`config.mk`:
```
export PLATFORM = sky130hd
export DESIGN_NAME = tone_beep_ctrl
export DESIGN_NICKNAME = d
export VERILOG_FILES = /design/src/rtl/beep_pkg.sv /design/src/rtl/beep_divider.sv /design/src/rtl/beep_duration.sv /design/src/rtl/tone_beep_ctrl.sv
export SDC_FILE = /design/constraint.sdc
export NUM_CORES = 1
export LEC_CHECK = 0
export BUFFER_PORTS_ARGS = -buffer_cell sky130_fd_sc_hd__buf_2
export CAP_MARGIN = 20
export CORE_MARGIN = 4
export CORE_UTILIZATION = 50
export CTS_CLUSTER_DIAMETER = 40
export DETAILED_ROUTE_END_ITERATION = 8
export HOLD_SLACK_MARGIN = 0.15
export PLACE_DENSITY = 0.74
export SETUP_SLACK_MARGIN = 0.2
export SLEW_MARGIN = 10
export SYNTH_ARGS = -nofsm -noshare
export SYNTH_HDL_FRONTEND = slang
export SYNTH_HIERARCHICAL = 1
export SYNTH_SLANG_ARGS = --single-unit
```
`constraint.sdc`:
```
create_clock -name clk -period 2.6 [get_ports clk]
set_input_delay 0.26 -clock clk [delete_from_list [all_inputs] [get_ports clk]]
set_output_delay 0.26 -clock clk [all_outputs]
set_load 0.05 [all_outputs]
```
`src/rtl/beep_pkg.sv`:
```
package beep_pkg;
    typedef enum logic [3:0] {
        ST_IDLE,
        ST_DIVIDE,
        ST_WR_CTRL,
        ST_WR_LO,
        ST_WR_HI,
        ST_RD_ON,
        ST_WR_ON,
        ST_SOUNDING,
        ST_RD_OFF,
        ST_WR_OFF
    } beep_state_t;

    localparam logic [7:0] SQWAVE_CTRL = 8'hB6;
    localparam logic [7:0] SPK_BITS    = 8'h03;
endpackage

```
`src/rtl/beep_divider.sv`:
```
module beep_divider #(
    parameter int NUM_W = 21,
    parameter int DEN_W = 16,
    parameter int NUMER = 1193182
) (
    input  logic             clk,
    input  logic             rst_n,
    input  logic             start,
    input  logic [DEN_W-1:0] den,
    output logic             busy,
    output logic             done,
    output logic [NUM_W-1:0] quot
);
    localparam int STEP_W = $clog2(NUM_W + 1);

    logic [NUM_W-1:0]  shift_q;
    logic [DEN_W-1:0]  rem_q;
    logic [DEN_W-1:0]  den_q;
    logic [STEP_W-1:0] step_q;
    logic              busy_q;
    logic              done_q;
    logic [DEN_W:0]    trial;
    logic [DEN_W:0]    diff;
    logic              fits;

    // restoring step: bring down one dividend bit, subtract if it fits
    always_comb begin
        trial = {rem_q, shift_q[NUM_W-1]};
        diff  = trial - {1'b0, den_q};
        fits  = (trial >= {1'b0, den_q});
    end

    always_ff @(posedge clk or negedge rst_n) begin
        if (!rst_n) begin
            shift_q <= '0;
            rem_q   <= '0;
            den_q   <= '0;
            step_q  <= '0;
            busy_q  <= 1'b0;
            done_q  <= 1'b0;
        end else begin
            done_q <= 1'b0;
            if (start) begin
                // rounding bias: add half the divisor to the dividend
                shift_q <= NUM_W'(NUMER) + NUM_W'(den >> 1);
                rem_q   <= '0;
                den_q   <= den;
                step_q  <= STEP_W'(NUM_W);
                busy_q  <= 1'b1;
            end else if (busy_q) begin
                rem_q   <= fits ? diff[DEN_W-1:0] : trial[DEN_W-1:0];
                shift_q <= {shift_q[NUM_W-2:0], fits};
                step_q  <= step_q - 1'b1;
                if (step_q == STEP_W'(1)) begin
                    busy_q <= 1'b0;
                    done_q <= 1'b1;
                end
            end
        end
    end

    assign busy = busy_q;
    assign done = done_q;
    assign quot = shift_q;
endmodule

```
`src/rtl/beep_duration.sv`:
```
module beep_duration #(
    parameter int DUR_W = 16
) (
    input  logic             clk,
    input  logic             rst_n,
    input  logic             load,
    input  logic [DUR_W-1:0] load_val,
    input  logic             run,
    input  logic             tick,
    output logic             expired
);
    logic [DUR_W-1:0] left_q;

    always_ff @(posedge clk or negedge rst_n) begin
        if (!rst_n) begin
            left_q <= '0;
        end else if (load) begin
            left_q <= load_val;
        end else if (run && tick && (left_q != '0)) begin
            left_q <= left_q - 1'b1;
        end
    end

    assign expired = (left_q == '0);
endmodule

```
`src/rtl/tone_beep_ctrl.sv`:
```
module tone_beep_ctrl
    import beep_pkg::*;
#(
    parameter int          FREQ_W    = 16,
    parameter int          DUR_W     = 16,
    parameter int          CNT_W     = 16,
    parameter int          NUM_W     = 21,
    parameter int          NUMER     = 1193182,
    parameter logic [7:0]  TMR_BASE  = 8'h40,
    parameter logic [7:0]  SPK_PORT  = 8'h61
) (
    input  logic              clk,
    input  logic              rst_n,
    input  logic              req_valid,
    output logic              req_ready,
    input  logic [FREQ_W-1:0] req_freq,
    input  logic [DUR_W-1:0]  req_dur,
    input  logic              tick,
    output logic              bus_req,
    output logic              bus_we,
    output logic [7:0]        bus_addr,
    output logic [7:0]        bus_wdata,
    input  logic              bus_ack,
    input  logic [7:0]        bus_rdata,
    output logic              beep_active,
    output logic              req_err
);
    localparam logic [7:0] CTRL_ADDR = TMR_BASE + 8'd3;
    localparam logic [7:0] CNT2_ADDR = TMR_BASE + 8'd2;

    beep_state_t state_q, state_d;

    logic [FREQ_W-1:0] last_freq_q;
    logic [DUR_W-1:0]  last_dur_q;
    logic [CNT_W-1:0]  count_q;
    logic [7:0]        spk_q;
    logic              active_q;
    logic              err_q;

    logic              accept;
    logic              zero_req;
    logic              same_pitch;
    logic              new_pitch;
    logic              div_busy;
    logic              div_done;
    logic [NUM_W-1:0]  div_quot;
    logic              dur_load;
    logic [DUR_W-1:0]  dur_val;
    logic              dur_expired;

    assign accept     = req_valid && req_ready;
    assign zero_req   = accept && (req_freq == '0);
    assign same_pitch = accept && !zero_req && (state_q == ST_SOUNDING)
                        && (req_freq == last_freq_q);
    assign new_pitch  = accept && !zero_req && !same_pitch;

    beep_divider #(
        .NUM_W (NUM_W),
        .DEN_W (FREQ_W),
        .NUMER (NUMER)
    ) u_div (
        .clk   (clk),
        .rst_n (rst_n),
        .start (new_pitch),
        .den   (req_freq),
        .busy  (div_busy),
        .done  (div_done),
        .quot  (div_quot)
    );

    // countdown loads on a same-pitch retrigger or when the speaker turns on
    always_comb begin
        dur_load = 1'b0;
        dur_val  = last_dur_q;
        if (same_pitch) begin
            dur_load = 1'b1;
            dur_val  = req_dur;
        end else if (state_q == ST_WR_ON && bus_ack) begin
            dur_load = 1'b1;
        end
    end

    beep_duration #(
        .DUR_W (DUR_W)
    ) u_dur (
        .clk      (clk),
        .rst_n    (rst_n),
        .load     (dur_load),
        .load_val (dur_val),
        .run      (state_q == ST_SOUNDING),
        .tick     (tick),
        .expired  (dur_expired)
    );

    // state register
    always_ff @(posedge clk or negedge rst_n) begin
        if (!rst_n) state_q <= ST_IDLE;
        else        state_q <= state_d;
    end

    // next state
    always_comb begin
        state_d = state_q;
        unique case (state_q)
            ST_IDLE:     if (new_pitch) state_d = ST_DIVIDE;
            ST_DIVIDE:   if (div_done)  state_d = ST_WR_CTRL;
            ST_WR_CTRL:  if (bus_ack)   state_d = ST_WR_LO;
            ST_WR_LO:    if (bus_ack)   state_d = ST_WR_HI;
            ST_WR_HI:    if (bus_ack)   state_d = ST_RD_ON;
            ST_RD_ON:    if (bus_ack)   state_d = ST_WR_ON;
            ST_WR_ON:    if (bus_ack)   state_d = ST_SOUNDING;
            ST_SOUNDING: begin
                if (new_pitch)
                    state_d = ST_DIVIDE;
                else if (!accept && dur_expired)
                    state_d = ST_RD_OFF;
            end
            ST_RD_OFF:   if (bus_ack)   state_d = ST_WR_OFF;
            ST_WR_OFF:   if (bus_ack)   state_d = ST_IDLE;
            default:                    state_d = ST_IDLE;
        endcase
    end

    // data registers
    always_ff @(posedge clk or negedge rst_n) begin
        if (!rst_n) begin
            last_freq_q <= '0;
            last_dur_q  <= '0;
            count_q     <= '0;
            spk_q       <= '0;
            active_q    <= 1'b0;
            err_q       <= 1'b0;
        end else begin
            err_q <= zero_req;
            if (new_pitch) begin
                last_freq_q <= req_freq;
                last_dur_q  <= req_dur;
            end else if (same_pitch) begin
                last_dur_q  <= req_dur;
            end
            if (div_done)
                count_q <= div_quot[CNT_W-1:0];
            if ((state_q == ST_RD_ON || state_q == ST_RD_OFF) && bus_ack)
                spk_q <= bus_rdata;
            if (state_q == ST_WR_ON && bus_ack)
                active_q <= 1'b1;
            else if (state_q == ST_WR_OFF && bus_ack)
                active_q <= 1'b0;
        end
    end

    // outputs
    always_comb begin
        bus_req   = 1'b0;
        bus_we    = 1'b0;
        bus_addr  = '0;
        bus_wdata = '0;
        req_ready = 1'b0;
        unique case (state_q)
            ST_IDLE, ST_SOUNDING: req_ready = 1'b1;
            ST_DIVIDE: ;
            ST_WR_CTRL: begin
                bus_req = 1'b1; bus_we = 1'b1;
                bus_addr = CTRL_ADDR; bus_wdata = SQWAVE_CTRL;
            end
            ST_WR_LO: begin
                bus_req = 1'b1; bus_we = 1'b1;
                bus_addr = CNT2_ADDR; bus_wdata = count_q[7:0];
            end
            ST_WR_HI: begin
                bus_req = 1'b1; bus_we = 1'b1;
                bus_addr = CNT2_ADDR; bus_wdata = count_q[15:8];
            end
            ST_RD_ON, ST_RD_OFF: begin
                bus_req = 1'b1;
                bus_addr = SPK_PORT;
            end
            ST_WR_ON: begin
                bus_req = 1'b1; bus_we = 1'b1;
                bus_addr = SPK_PORT; bus_wdata = spk_q | SPK_BITS;
            end
            ST_WR_OFF: begin
                bus_req = 1'b1; bus_we = 1'b1;
                bus_addr = SPK_PORT; bus_wdata = spk_q & ~SPK_BITS;
            end
            default: ;
        endcase
    end

    assign beep_active = active_q;
    assign req_err     = err_q;

    logic unused_ok;
    assign unused_ok = div_busy;
endmodule

```
==> flow_summary.toml <==
[worst_setup_path]
cp.arrival_ns = 2.73
cp-start-kind = "flip-flop"
critPathKind = "flip-flop to flip-flop"
critPathMaxFanout = 4
crit_required_ns = 2.89
crit_path_end_kind = "flip-flop"

[power]
powerDensity_mw_per_mm2 = 1550
p_leak_uw = 0.00458
ir_worst_vdd_mv = 0.698
design_power_total_uw = 16000

[final_layout]
fin_cells = 1189
n_antenna_cell = 0
drive_gt1_share_pct = 34.2
final_core_util_pct = 67.0
fin_nets = 1033
area_growth_pct = 29.1

[yosys]
synth_edf_count = 0
synth.most_common_cell = "dfrtp_1"
synth-seq-cells = 136
yosys_warnings = 6
async_flop_share_pct = 100
synth_largest_area_cell = "dfrtp_1"
synth_top_area_share_pct = 42.5
synthFlopType = "dfrtp_1"
synth_area_per_cell_sq_um = 9.78
netlist_area_sq_mm = 0.00800
yosysUniqueCellTypes = 87
yosysSeqAreaShare_pct = 42.5
netlist_instances = 818
netlist_top_cells_area = "dfrtp_1 43%, mux2_2 9.0%, nand2_1 4.2%"
synth_common_cells = "136 x dfrtp_1, 90 x nand2_1, 64 x mux2_2, 58 x nor2_1, 53 x o21ai_0"

[global_route]
gr-usage-all-layers_pct = 22.5
grt_pass1_vias = 6743
grt_overflow_total = 0
grt_antenna_before_repair = 0
grt_first_pass_wirelength_microns = 32900
grt_max_degree = 49

[sta]
setup_ws_ns = 0.161
final.setup_skew_ns = 0.00951
hold_viol = 0
final-max-slew-violation-count = 0
rsz0062_at_grt = "true"
setup_viol = 0
tightest_slew_ns = 0.685
fin_crit_sh_pct = 93.8
timing.final.crit_period_ns = 2.44
slew-limit-headroom_pct = 54.0
fmax_mhz = 410
finalSetupTns_ns = 0

[clocking]
clk_pin_slew_ns = 0.06
cts_tree = "built"
h-tree-depth = 4
clk_path_buf_depth = 2
clock_latency_ns = 0.42
cts_buffers = 17
cts_sinks = 136
cts_root_buf = "clkbuf_16"

[place]
dp_hpwl_microns = 13400
dp_slack_ns = -0.0183
port-buffer-count = 59
dp_cells = 1102
gp_congestion = 0.917

[floorplanning]
start_util_pct = 51.9
core_sq_mm = 0.0154
rows = 45
io_pins = 66
die_h_microns = 135
die_x_microns = 135
die-area_sq_mm = 0.0181

[route]
drtIter0Drc = 517
wl_met1_microns = 9040
wl_microns = 20500
vias_per_cell = 5.83
top_layer = "met4"
via_count = 6927
drc = 0
wl_met2_microns = 10000
routedWlPerCell_microns = 17.3
dr.pass1.iters = 5
drtAntennaViolNets = 0
wl_met3_microns = 1080

[min_path]
hold_path_class = "input port to flip-flop"

[status]
status = "completed"

[job]
maxCapViolations = 0
## metal layers
metal	track usage, %	vias to the layer above
li1	-	3256
met1	30.4	3406
met2	36.4	232
met3	4.28	33
met4	8.31	0
met5	0	-
## kinds of logic (layout without fill, tap and decap cells)
| group | count (synthesis) | in the layout | synth area share [%] |
|---|---|---|---|
| AO/OA/AOI/OAI | 189 | 189 | 16.3 |
| flip-flops | 136 | 136 | 42.5 |
| AND/OR/NAND/NOR | 256 | 256 | 15.7 |
| adder cells (fa/ha/maj) | 21 | 21 | 3.38 |
| other | 1 | 4 | 0.0469 |
| XOR/XNOR | 39 | 39 | 4.27 |
| multiplexers | 91 | 91 | 12.9 |
| buffers and inverters | 85 | 242 | 4.78 |
## registers in the layout, indices dropped and copies added (netlist names)
register and cells:
beep_active 1, count_q 16, last_dur_q 16, last_freq_q 16, req_err 1, spk_q 6
state_q 4, u_div/busy 1, u_div/den_q 16, u_div/done 1, u_div/quot 21, u_div/rem_q 16
u_div/step_q 5, u_dur/left_q 16
## critical path: stages, from the launching register on
cell	delay, ns
dfrtp_1	0.44
ha_4	0.31
nand2b_4	0.05
a211o_1	0.35
buf_6	0.15
a2111o_1	0.44
buf_4	0.17
a41o_1	0.20
o21ai_2	0.12
a311oi_1	0.10
## cell usage in the layout, fill, tap and decap left out, types with 11 or more instances in the layout
| cell type | synthesis | layout |
|---|---|---|
| dlygate4sd3_1 | 0 | 24 |
| xnor2_1 | 28 | 28 |
| a21oi_1 | 37 | 31 |
| xor2_1 | 11 | 11 |
| clkbuf_16 | 0 | 17 |
| nand3_1 | 17 | 17 |
| nor3_1 | 21 | 17 |
| inv_1 | 41 | 35 |
| buf_4 | 6 | 77 |
| nand4_1 | 11 | 11 |
| mux2i_1 | 18 | 18 |
| nand2_1 | 90 | 85 |
| buf_2 | 6 | 51 |
| nor2_1 | 58 | 54 |
| o21ai_0 | 53 | 44 |
| mux2_2 | 64 | 64 |
| buf_6 | 3 | 11 |
| ha_1 | 20 | 12 |
| dfrtp_1 | 136 | 134 |
## stage by stage
step	area, sq um	hold WS, ns
after floorplan	8030	-0.0356
final	10300	0.182
after global placement	8820	0.203
after CTS	9940	0.167
after global routing	10300	0.190
after detailed placement	8820	0.215
## repair_timing
action,4_1_cts,5_1_grt
hold buffers,24,0
buffers inserted,18,15
hold endpoints to repair,60,0
endpoints found under the setup margin,32,30
pin swaps,16,23
gates resized for setup,41,58
## power by group
group | internal (uW) | switching (uW)
registers | 3190 | 794
clock network | 1520 | 923
logic | 4610 | 5010
total | 9320 | 6720
## path summary, 6_finish.rpt
check / slack (ns) / depth (start not counted) / end / start
min reg2reg: 0.50 / 1 / last_dur_q[3] / last_dur_q[3]
max reg2reg: 0.16 / 9 / u_div/rem_q[15] / u_div/rem_q[0]
max: 0.16 / 9 / u_div/rem_q[15] / u_div/rem_q[0]
min in group asynchronous: 0.33 / 2 / u_div/rem_q[9] / rst_n
max in group asynchronous: 1.56 / 3 / u_dur/left_q[5] / rst_n
min: 0.18 / 3 / u_div/den_q[1] / req_freq[1]
## cell type report
class	count	area (sq um)
clock inverters	12	154
fillers	1204	5090
multi-input cells	600	4620
repair buffers	168	1280
flip-flops and latches	136	3410
inverters	44	170
well taps	211	264
clock buffers	18	439
Note: power is estimated with default switching activity, not from simulation.
